==> src/rtl/xq_pkg.sv <==
package xq_pkg;

    // What the channel does with its active slot at the coming edge.
    typedef enum logic [1:0] {
        XQ_HOLD    = 2'd0,
        XQ_LOAD    = 2'd1,
        XQ_RESTART = 2'd2,
        XQ_STOP    = 2'd3
    } xq_next_e;

    // End-of-pass policy: repeating transfers yield only to a runnable
    // head entry that carries the load-at-end flag.
    function automatic xq_next_e xq_decide(
        input logic active,
        input logic ended,
        input logic rep,
        input logic head_ok,
        input logic head_eot,
        input logic paused
    );
        if (!active)  return (head_ok && !paused) ? XQ_LOAD : XQ_HOLD;
        if (!ended)   return XQ_HOLD;
        if (rep)      return (head_ok && head_eot) ? XQ_LOAD : XQ_RESTART;
        return head_ok ? XQ_LOAD : XQ_STOP;
    endfunction

endpackage

==> src/rtl/xq_queue.sv <==
module xq_queue #(
    parameter int DEPTH = 4,
    parameter int W     = 8,
    localparam int PTR_W = (DEPTH > 1) ? $clog2(DEPTH) : 1,
    localparam int CNT_W = $clog2(DEPTH + 1)
) (
    input  logic             clk,
    input  logic             rst,
    input  logic             flush,
    input  logic             push,
    input  logic             pop,
    input  logic [W-1:0]     wdata,
    output logic [W-1:0]     rdata,
    output logic [CNT_W-1:0] count
);
    logic [W-1:0]     mem [DEPTH];
    logic [PTR_W-1:0] wr_ptr, rd_ptr;

    function automatic logic [PTR_W-1:0] bump(input logic [PTR_W-1:0] p);
        return (p == PTR_W'(DEPTH - 1)) ? '0 : p + 1'b1;
    endfunction

    always_ff @(posedge clk) begin
        if (push && !flush) mem[wr_ptr] <= wdata;
    end

    always_ff @(posedge clk) begin
        if (rst || flush) begin
            wr_ptr <= '0;
            rd_ptr <= '0;
            count  <= '0;
        end else begin
            if (push) wr_ptr <= bump(wr_ptr);
            if (pop)  rd_ptr <= bump(rd_ptr);
            count <= count + CNT_W'(push) - CNT_W'(pop);
        end
    end

    assign rdata = mem[rd_ptr];
endmodule

==> src/rtl/xq_idctr.sv <==
module xq_idctr #(
    parameter int ID_W = 4
) (
    input  logic            clk,
    input  logic            rst,
    input  logic            inc,
    output logic [ID_W-1:0] id
);
    always_ff @(posedge clk) begin
        if (rst)      id <= '0;
        else if (inc) id <= id + 1'b1;
    end
endmodule

==> src/rtl/xq_channel.sv <==
module xq_channel
    import xq_pkg::*;
#(
    parameter int DESC_W    = 16,
    parameter int ID_W      = 4,
    parameter int DEPTH     = 4,
    parameter bit REPEAT_EN = 1'b1
) (
    input  logic              clk,
    input  logic              rst,
    input  logic              sub_valid,
    input  logic [DESC_W-1:0] sub_desc,
    input  logic              sub_repeat,
    input  logic              sub_load_eot,
    output logic              sub_busy,
    output logic              sub_err,
    input  logic              issue,
    input  logic              pause,
    input  logic              resume,
    input  logic              term_all,
    input  logic              mover_done,
    output logic              act_valid,
    output logic              act_run,
    output logic              act_start,
    output logic [DESC_W-1:0] act_desc,
    output logic [ID_W-1:0]   act_id,
    output logic              cmpl_pulse,
    output logic [ID_W-1:0]   cmpl_id,
    output logic [DESC_W-1:0] cmpl_desc,
    output logic              busy
);
    localparam int CNT_W  = $clog2(DEPTH + 1);
    localparam int ENT_W  = DESC_W + ID_W + 2;
    localparam int EOT_B  = DESC_W;
    localparam int REP_B  = DESC_W + 1;
    localparam int ID_LSB = DESC_W + 2;

    logic [CNT_W-1:0]  q_count, issued_q;
    logic [ENT_W-1:0]  head_ent, push_ent;
    logic [ID_W-1:0]   next_id;
    logic              accept, pop, end_evt, head_ok, paused;
    logic              act_rep_q;
    xq_next_e          nxt;

    generate
        if (REPEAT_EN) begin : g_rep_on
            assign sub_err = 1'b0;
        end else begin : g_rep_off
            assign sub_err = sub_valid && sub_repeat;
        end
    endgenerate

    assign sub_busy = sub_valid && !sub_err && (term_all || q_count == CNT_W'(DEPTH));
    assign accept   = sub_valid && !sub_err && !sub_busy;
    assign push_ent = {next_id, sub_repeat, sub_load_eot, sub_desc};
    assign head_ok  = issued_q != '0;
    assign end_evt  = act_valid && mover_done && !paused && !term_all;
    assign nxt      = xq_decide(act_valid, end_evt, act_rep_q, head_ok, head_ent[EOT_B], paused);
    assign pop      = (nxt == XQ_LOAD) && !term_all;

    xq_queue #(.DEPTH(DEPTH), .W(ENT_W)) u_queue (
        .clk   (clk),
        .rst   (rst),
        .flush (term_all),
        .push  (accept),
        .pop   (pop),
        .wdata (push_ent),
        .rdata (head_ent),
        .count (q_count)
    );

    xq_idctr #(.ID_W(ID_W)) u_ids (
        .clk (clk),
        .rst (rst),
        .inc (accept),
        .id  (next_id)
    );

    // Runnable entries always sit at the head of the queue.
    always_ff @(posedge clk) begin
        if (rst || term_all) issued_q <= '0;
        else if (issue)      issued_q <= q_count - CNT_W'(pop);
        else                 issued_q <= issued_q - CNT_W'(pop);
    end

    always_ff @(posedge clk) begin
        if (rst) begin
            paused     <= 1'b0;
            act_valid  <= 1'b0;
            act_rep_q  <= 1'b0;
            act_desc   <= '0;
            act_id     <= '0;
            act_start  <= 1'b0;
            cmpl_pulse <= 1'b0;
            cmpl_id    <= '0;
            cmpl_desc  <= '0;
        end else begin
            act_start  <= 1'b0;
            cmpl_pulse <= 1'b0;
            if (pause)       paused <= 1'b1;
            else if (resume) paused <= 1'b0;
            if (term_all) begin
                act_valid <= 1'b0;
            end else begin
                case (nxt)
                    XQ_LOAD: begin
                        act_valid <= 1'b1;
                        act_rep_q <= head_ent[REP_B];
                        act_desc  <= head_ent[DESC_W-1:0];
                        act_id    <= head_ent[ID_LSB +: ID_W];
                        act_start <= 1'b1;
                    end
                    XQ_RESTART: act_start <= 1'b1;
                    XQ_STOP:    act_valid <= 1'b0;
                    default:    ;
                endcase
            end
            if (end_evt) begin
                cmpl_pulse <= 1'b1;
                cmpl_id    <= act_id;
                cmpl_desc  <= act_desc;
            end
        end
    end

    assign act_run = act_valid && !paused;
    assign busy    = act_valid || (q_count != '0);
endmodule

==> config.mk <==
export PLATFORM = sky130hd
export DESIGN_NAME = xq_channel
export DESIGN_NICKNAME = d
export VERILOG_FILES = /design/src/rtl/xq_pkg.sv /design/src/rtl/xq_queue.sv /design/src/rtl/xq_idctr.sv /design/src/rtl/xq_channel.sv
export SDC_FILE = /design/constraint.sdc
export NUM_CORES = 1
export LEC_CHECK = 0
export BUFFER_PORTS_ARGS = -buffer_cell sky130_fd_sc_hd__buf_2
export CORE_MARGIN = 4
export CORE_UTILIZATION = 42
export DETAILED_ROUTE_END_ITERATION = 6
export PLACE_DENSITY_LB_ADDON = 0.25
export SKIP_CTS_REPAIR_TIMING = 1
export SLEW_MARGIN = 20
export SYNTH_ARGS = -nofsm -noshare
export SYNTH_HDL_FRONTEND = slang
export SYNTH_SLANG_ARGS = --single-unit
==> constraint.sdc <==
create_clock -name clk -period 6.1 [get_ports clk]
set_input_delay 0.61 -clock clk [delete_from_list [all_inputs] [get_ports clk]]
set_output_delay 0.61 -clock clk [all_outputs]
set_load 0.01 [all_outputs]
# After elaboration in Yosys (flattened, before gate mapping)
# Memory sizes are Yosys's and may differ from the RTL's. A register that Yosys moved wholly into a read port is not among the register bits.
# Index checks and enable logic that the tools add are counted.
# W data, S select, Z words.
[word_totals]
mem_bits_ro = 0
mem_count = 1
ff_bits = 59
latchBits = 0
out_inout_bits = 47
word_cells = 78
ram_bits = 88
in_bits = 26
[classes]
eq_ne = 6
bitwise = 1
n_reduce_logical = 23
n_div = 0
n_addsub = 7
muxes = 26
magnitude_cmp = 0
n_shift = 0
mul = 0
[memory_table]
columns = ["memory", "depth", "word_bits", "read_ports", "rd_ports_with_merged_regs", "wr", "line", "text"]
rows = [
  ["u_queue.mem", 4, 22, 1, 1, 1, "xq_queue.sv:16", "logic [W-1:0] mem [DEPTH];"],
]
[ops]
columns = ["operator", "count"]
rows = [
  ["$mux W2", 12],
  ["$mux W1", 12],
  ["$logic_and A1 B1 Y1", 10],
  ["$sub A3 B1 Y3", 3],
  ["$eq A2 B2 Y1 const B", 4],
  ["$reduce_bool A3 Y1", 2],
  ["$add A2 B1 Y2 const B", 2],
  ["$add A4 B1 Y4 const B", 1],
  ["$reduce_bool A2 Y1", 2],
  ["$reduce_or A2 Y1", 2],
  ["$add A3 B1 Y3", 1],
  ["$eq A3 B3 Y1 const B", 1],
  ["$logic_not A1 Y1", 3],
  ["$logic_or A1 B1 Y1", 3],
  ["$mux W3", 1],
  ["$eq A2 B1 Y1 const B", 1],
  ["$pmux W1 S2", 1],
  ["$reduce_and A2 Y1", 1],
  ["$not A1 Y1", 1],
]

# Longest topological paths before layout
# Gate-level depths: netlist of run 1.
[logic_depth]
depth_word = 14
depth_mapped = 15
depth_no_buf = 12

# Hierarchy
# From an unflattened synthesis of run 1, not the netlist that was laid out.
[hier_totals]
cells_unflattened = 402
area_unflattened_um2 = 5647.9
[by_module_without_submodules]
columns = ["mod", "area_per_inst_um2", "seq_area_each_um2", "cells_per_inst", "n_inst"]
rows = [
  ["xq_queue", 3631.0, 2822.7, 158, 1],
  ["xq_channel", 1838.0, 960.9, 228, 1],
  ["xq_idctr", 178.9, 80.1, 16, 1],
]

# Least setup slack after synthesis of run 1
# No wires, ideal clock.
[synth_timing]
path_kind = "in2reg"
from = "in term_all"
to = "reg u_queue.count[2]"
path_stages = 15
t_arrival_ns = 3.136
required_time_ns = 6.022
setup_time_ns = 0.078
n_path_buf = 4
path_slack_ns = 2.887
path_cell_list = "buf_2 and4bb_2 buf_4 o21ai_0 ha_1 nand2b_1 clkbuf_1 buf_2 xnor2_1 ha_1 inv_1 fa_1 xor2_1 and2_1 nor3_1"
[synth_via]
elab_chain_cells = 10
word_cells_on_any_way = 18
classes_between = "2 x add/sub; 1 x eq/ne; 7 x mux; 8 x reduce/logical"
[synth_lines]
columns = ["element", "line", "text"]
rows = [
  ["start, declared", "xq_channel.sv:20", "input logic term_all,"],
  ["$logic_not A1 Y1", "xq_channel.sv:57, xq_channel.sv:59", ""],
  ["$logic_and A1 B1 Y1", "xq_channel.sv:57", "assign end_evt = act_valid && mover_done && !paused && !term_all;"],
  ["$mux W2", "xq_pkg.sv:22", "if (!ended) return XQ_HOLD;"],
  ["$mux W2", "xq_pkg.sv:23", "if (rep) return (head_ok && head_eot) ? XQ_LOAD : XQ_RESTART;"],
  ["$mux W2", "xq_pkg.sv:24", "return head_ok ? XQ_LOAD : XQ_STOP;"],
  ["$mux W2", "xq_pkg.sv:23", ""],
  ["$mux W2", "xq_pkg.sv:22", ""],
  ["$eq A2 B1 Y1", "xq_channel.sv:59", "assign pop = (nxt == XQ_LOAD) && !term_all;"],
  ["$logic_and A1 B1 Y1", "xq_channel.sv:59", ""],
  ["$sub A3 B1 Y3", "xq_queue.sv:35", "count <= count + CNT_W'(push) - CNT_W'(pop);"],
  ["end signal, assigned", "xq_queue.sv:35", ""],
  ["end, declared", "xq_queue.sv:14", "output logic [CNT_W-1:0] count"],
]
# Several ways; a longest one is shown, not always the timed one. The select of a mux whose other input is x is not followed.
# A chain may end at the register's enable or synchronous reset.

==> results of run 1 <==
==> worst min-delay path by stage <==
stage                             end  cells past startpoint          start
floorplan                   act_rep_q                      2      act_rep_q
global placement           cmpl_id[1]                      2     cmpl_id[1]
detailed placement      cmpl_desc[12]                      2  cmpl_desc[12]
CTS                 u_queue.mem[3][7]                      1    sub_desc[7]
global route        u_queue.mem[2][7]                      1    sub_desc[7]
finish              u_queue.mem[3][5]                      1    sub_desc[5]
==> final cells by class <==
| cell class | count | area [µm²] |
|---|---|---|
| inverters | 12 | 45.0 |
| clock buffers | 26 | 577 |
| multi-input cells | 230 | 1630 |
| repair buffers | 76 | 393 |
| clock inverters | 6 | 73.8 |
| well taps | 176 | 220 |
| fillers | 1174 | 6430 |
| flip-flops and latches | 149 | 3860 |
==> sequential cells by signal, summed over array words and instances, names as in the netlist, 2 cells and up, named ones only <==
name and flops:
u_queue.rd_ptr 2, act_desc 16, u_queue.wr_ptr 2, u_queue.count 3
act_id 4, u_ids.id 4, cmpl_id 4, issued_q 3
u_queue.mem 88, cmpl_desc 16
==> logic make-up (layout without fill, tap and decap cells) <==
| logic type | count (synthesis) | after routing | synth area share |
|---|---|---|---|
| AOI/OAI and AO/OA | 59 | 59 | 0.0570 |
| xor gates and xnor gates | 3 | 3 | 0.00464 |
| adders and majority gates | 12 | 12 | 0.0279 |
| buffers and inverters | 34 | 120 | 0.0290 |
| DFF | 149 | 149 | 0.683 |
| muxes | 28 | 28 | 0.0986 |
| other | 1 | 1 | 0.000662 |
| and+or+nand+nor | 127 | 127 | 0.0997 |
==> stage by stage <==
| stage | setup slack, ns | area, µm² | cells | util |
|---|---|---|---|---|
| final | 2.78 | 6810 | 675 | 0.514 |
| after global routing | 2.50 | 6810 | 675 | 0.514 |
| after CTS | 2.38 | 6810 | 675 | 0.514 |
| after detailed placement | 2.43 | 6160 | 643 | 0.465 |
| after global placement | 2.46 | 6150 | 643 | 0.465 |
| after floorplan | 2.89 | 5660 | 413 | - |
==> worst register-to-register path, delay by kind of cell (launching register included) <==
| family | cells | cell delay (ns) |
|---|---|---|
| flip-flops | 1 | 0.71 |
| AO/OA/AOI/OAI | 1 | 0.13 |
| XOR/XNOR | 2 | 0.32 |
| multiplexers | 1 | 0.43 |
| buffers and inverters | 2 | 0.31 |
| adder cells (fa/ha/maj) | 3 | 0.81 |
| AND/OR/NAND/NOR | 4 | 0.52 |
==> routing by layer <==
layer | share of wire | vias up | wire [µm]
li1 | - | 1630 | -
met1 | 0.46 | 1602 | 5000
met5 | 0 | - | 0
met3 | 0.054 | 6 | 588
met2 | 0.48 | 84 | 5150
met4 | 0.0079 | 0 | 85
==> layout by cell type (no fill, tap or decap), types with 5 or more instances in the layout <==
cell / count
nor2_1: 19
inv_1: 11
a21oi_1: 49
buf_2: 71
o31ai_1: 5
clkbuf_16: 22
mux4_2: 22
edfxtp_1: 88
ha_1: 11
buf_4: 5
nand2_1: 82
dfxtp_1: 60
==> power breakdown <==
group | switching [mW] | internal (mW)
sequential | 0.00637 | 1.08
clock | 0.390 | 0.701
combinational | 0.0340 | 0.0217
==> flow_summary_export.csv, run 1 <==
group,metric,value,unit
routing,wl_per_cell,16.0,µm
min_path,worstHoldPathType,"in2reg",
die,die_area,15400,µm²
yosys,synth.net_count,451,
sta,finClkSkew,0.00912,ns
clock_tree,cts.sinks,149,
sta,hold_viol,0,
setup_path,rr_worst_depth,13,
setup_path,critPathBufInv,2,
die,start_util,0.427,
yosys,ys_seq_elements,149,
yosys,syn_area,5660,µm²
placed_design,place.gp.congestion,0.733,
power_and_ir_drop,power,2.23,mW
setup_path,worstPathRequired,6.43,ns
yosys,ys_async_sr_fraction,0,
setup_path,cp_common_cell,"ha_1",
routing,wl,10800,µm
die,die_x,124,µm
clock_tree,cts_tree,"built",
clock_tree,cts_max_path_buffers,2,
die,core.rowCount,42,
yosys,synth.top_cell.area_share,0.467,
flow_run,cap_violations,0,
grt,grt_usage,0.149,
layout,fin_nets,524,
yosys,synth_edf_count,88,
routing,drtPass1Iterations,4,
setup_path,crit_path_end,"u_queue.count[2]",
setup_path,critical_path.top_delay_family,"adder cells",
sta,drv_slew,0,
die,die_h,124,µm
sta,tightest_slew,0.888,ns
run_status,outcome,"finished, final reports clean",
routing,drtIter0Drc,237,
routing,drt_drc_violations_left,0,
setup_path,crit_cells,13,
yosys,yosys-top-cells-count,"edfxtp_1, nand2_1, dfxtp_1",
grt,busiest_layer,"met2",
yosys,ys_warn_count,0,
yosys,yosysMostFrequentCell,"edfxtp_1",
clock_tree,cts_buffers,17,
sta,fin_crit,3.32,ns
setup_path,cp_cell_sequence,"mux4_2, nor2_1, o21ai_0, ha_1, nand2b_1, buf_4, xnor2_1, ha_1, inv_1, fa_1, xor2_1, and2_1, nor3_1",
yosys,syn_avg_cell_area,13.7,µm²
die,core_area,13200,µm²
grt,overflow,0,
setup_path,cp_slowest_stage_delay,0.71,ns
grt,grt_max_degree,51,
setup_path,crit_slowest_cell,"dfxtp_2",
yosys,synth_flop_cell,"edfxtp_1",
yosys,synthTopCellsByArea,"edfxtp_1, dfxtp_1, mux4_2, nand2_1, a21oi_1",
grt,antenna_found_initial,0,
placed_design,dp_hpwl,6970,µm
die,io_pins,73,
sta,period_share,0.544,
power_and_ir_drop,cellLeakagePower,2.48,nW
sta,rsz0062_at_grt,"false",
setup_path,startpoint_type,"flop",
sta,finalSetupViolCount,0,
setup_path,reg2reg_to,"u_queue.count[2]",
setup_path,critPathMaxFanout,24,
yosys,syn_inst,413,
grt,met1_usage,0.202,
setup_path,worst_ep_arrival_time,3.65,ns
sta,max_freq,0.301,GHz
clock_tree,htree_levels,4,
placed_design,io_buffers,71,
setup_path,rrSetupSlack,2.78,ns
yosys,ys_types,39,
layout,diodes,0,
sta,tns,0,ns
sta,whs,0.410,ns
clock_tree,clockRootBuffer,"clkbuf_16",
clock_tree,clk_pin_slew,0.06,ns
grt,grt_use_met3,0.0481,
yosys,yosys.area.top_type,"edfxtp_1",
grt,grt_use_met2,0.226,
clock_tree,worstSkewPairLatency,0.41,ns
setup_path,cp-end-kind,"flop",
layout,layout-drive-gt1-share,0.275,
layout,area_growth,20.3,%
routing,routed_via_density,4.92,
yosys,synth_seq_area_share,0.683,
grt,grt_pass1_vias,3258,
routing,drtAntennaViolNets,0,
setup_path,crit_type,"reg2reg",
power_and_ir_drop,peakVddDrop,0.200,mV
grt,grt_pass1_wl,17000,µm
sta,maxSlewHeadroom,0.408,
power_and_ir_drop,power_density,327,nW/µm²
routing,vias,3322,
Note: power is estimated with default switching activity, not from simulation.
==> inputs of run 2 (changes only) <==
- clock period: 6.1 -> 2.7 ns (I/O delays scaled with it)
==> run 2 against run 1 <==
  * Register-to-register slack worse by 2.7 ns
  * Hold slack got worse by 0.33 ns
  * Maximum frequency increased by 25%
  * Utilization is 0.33 points higher
  * Power up 120%
  * Count of clock-buffer cells in the layout is 1 lower
  * Sequential share of layout area shrank 0.33 points
  * Worst setup slack worse by 2.7 ns
==> flow_summary_export.csv, run 2 (synthesis gave the netlist of run 1 again) <==
group,metric,value,unit
sta,fin_ws,0.0516,ns
setup_path,cp_cell_sequence,"mux4_2, o211ai_2, o31ai_2, ha_2, nand2b_4, xnor2_2, ha_2, inv_2, fa_2, xor2_1, and2_1, nor3_2",
clock_tree,cts_buffers,17,
layout,mostFrequentLayoutCell,"edfxtp_1",
min_path,worstHoldPathType,"in2reg",
layout,top_register,"u_queue.mem",
routing,vias,3374,
setup_path,critical_path.top_delay_family,"adder cells",
setup_path,critPathBufInv,1,
routing,wl_per_cell,15.7,µm
setup_path,worst_ep_arrival_time,2.98,ns
layout,largest_reg_flops,88,
layout,top_regs,"u_queue.mem (88), act_desc (16), cmpl_desc (16)",
grt,antenna_found_initial,1,
clock_tree,cts.sinks,149,
clock_tree,clockRootBuffer,"clkbuf_16",
layout,mostFrequentLayoutCells,"edfxtp_1, nand2_1, buf_2, dfxtp_1, a21oi_1",
layout,area_growth,21.0,%
setup_path,startpoint_type,"flop",
sta,finalSetupViolCount,0,
sta,drv_slew,0,
placed_design,pre_cts_ws,-0.0462,ns
sta,tightest_slew,0.501,ns
die,die_area,15400,µm²
sta,hold_viol,0,
sta,fin_crit,2.65,ns
setup_path,cp-end-kind,"flop",
sta,period_share,0.981,
placed_design,io_buffers,71,
power_and_ir_drop,cellLeakagePower,2.51,nW
setup_path,cp_common_cell,"ha_2",
grt,grt_pass1_vias,3267,
die,io_pins,73,
die,core.rowCount,42,
clock_tree,htree_levels,4,
setup_path,crit_type,"reg2reg",
clock_tree,cts_tree,"built",
run_status,outcome,"finished, final reports clean",
grt,overflow,0,
setup_path,critPathMaxFanout,3,
power_and_ir_drop,power_density,705,nW/µm²
die,die_x,124,µm
setup_path,cp_slowest_stage_delay,0.53,ns
layout,diodes,0,
sta,rsz0062_at_grt,"true",
die,start_util,0.427,
setup_path,crit_slowest_cell,"mux4_2",
routing,drtPass1Iterations,4,
clock_tree,worstSkewPairLatency,0.41,ns
placed_design,dp_hpwl,7170,µm
sta,whs,0.0776,ns
clock_tree,cts_max_path_buffers,2,
placed_design,place.gp.congestion,0.765,
routing,drt_drc_violations_left,0,
routing,drtAntennaViolNets,0,
flow_run,cap_violations,0,
die,die_h,124,µm
routing,routed_via_density,4.93,
clock_tree,clk_pin_slew,0.06,ns
grt,grt_max_degree,50,
sta,finClkSkew,0.00677,ns
layout,layout-drive-gt1-share,0.301,
grt,grt_pass1_wl,17000,µm
setup_path,worstPathRequired,3.03,ns
sta,maxSlewHeadroom,0.663,
layout,fin_nets,534,
routing,wl,10700,µm
power_and_ir_drop,peakVddDrop,0.473,mV
sta,max_freq,0.378,GHz
grt,grt_usage,0.148,
routing,drtIter0Drc,213,
die,core_area,13200,µm²
==> run 2: cell count changes in the layout (fill, tap and decap cells not counted), sizes merged <==
| cell | delta |
|---|---|
| buf | +10 |
| bufinv | -1 |
| clkbuf | -1 |
| clkinv | -2 |
| clkinvlp | +1 |
| inv | +3 |
==> run 2: final timing paths <==
kind,from,cells after the start,slack [ns],end
min reg2reg,cmpl_desc[3],2,0.45,cmpl_desc[3]
max reg2reg,flop,12,0.05,u_queue.count[2]
max,flop,12,0.05,u_queue.count[2]
min,pause,3,0.08,paused
==> run 2: layer usage <==
metal	GRT usage	vias up	routed length [µm]
li1	-	1651	-
met2	0.228	80	5040
met5	0	-	14
met1	0.193	1631	4900
met3	0.0509	10	681
met4	0.0568	2	110
==> run 2: report_power, final <==
group / switching (mW) / internal (mW) / leakage, nW
Sequential: 0.0142 / 2.43 / 1.29
Combinational: 0.0780 / 0.0532 / 0.932
Clock: 0.872 / 1.38 / 0.288
==> run 2: worst min-delay path, cell delays in order <==
cell	delay, ns
buf_2	0.08
a21oi_1	0.03
nor2_1	0.07
==> run 2: metrics by stage <==
stage	area (µm²)	instances	utilization	setup TNS, ns	power [mW]
3_5_place_dp	6250	653	0.472	-0.0462	2.63
4_1_cts	6840	685	0.516	-0.0737	4.88
6_report	6850	685	0.517	0	4.83
3_3_place_gp	6250	653	0.472	0	2.62
5_1_grt	6850	685	0.517	-0.0552	4.99
2_1_floorplan	5700	413	-	-0.103	2.56
==> run 2: final cells by class <==
class | instances | area [µm²]
clock buffers | 25 | 531
clock inverters | 7 | 55.1
fillers | 1154 | 6390
inverters | 12 | 45.0
multi-input cells | 230 | 1670
flip-flops and latches | 149 | 3870
well taps | 176 | 220
repair buffers | 86 | 468
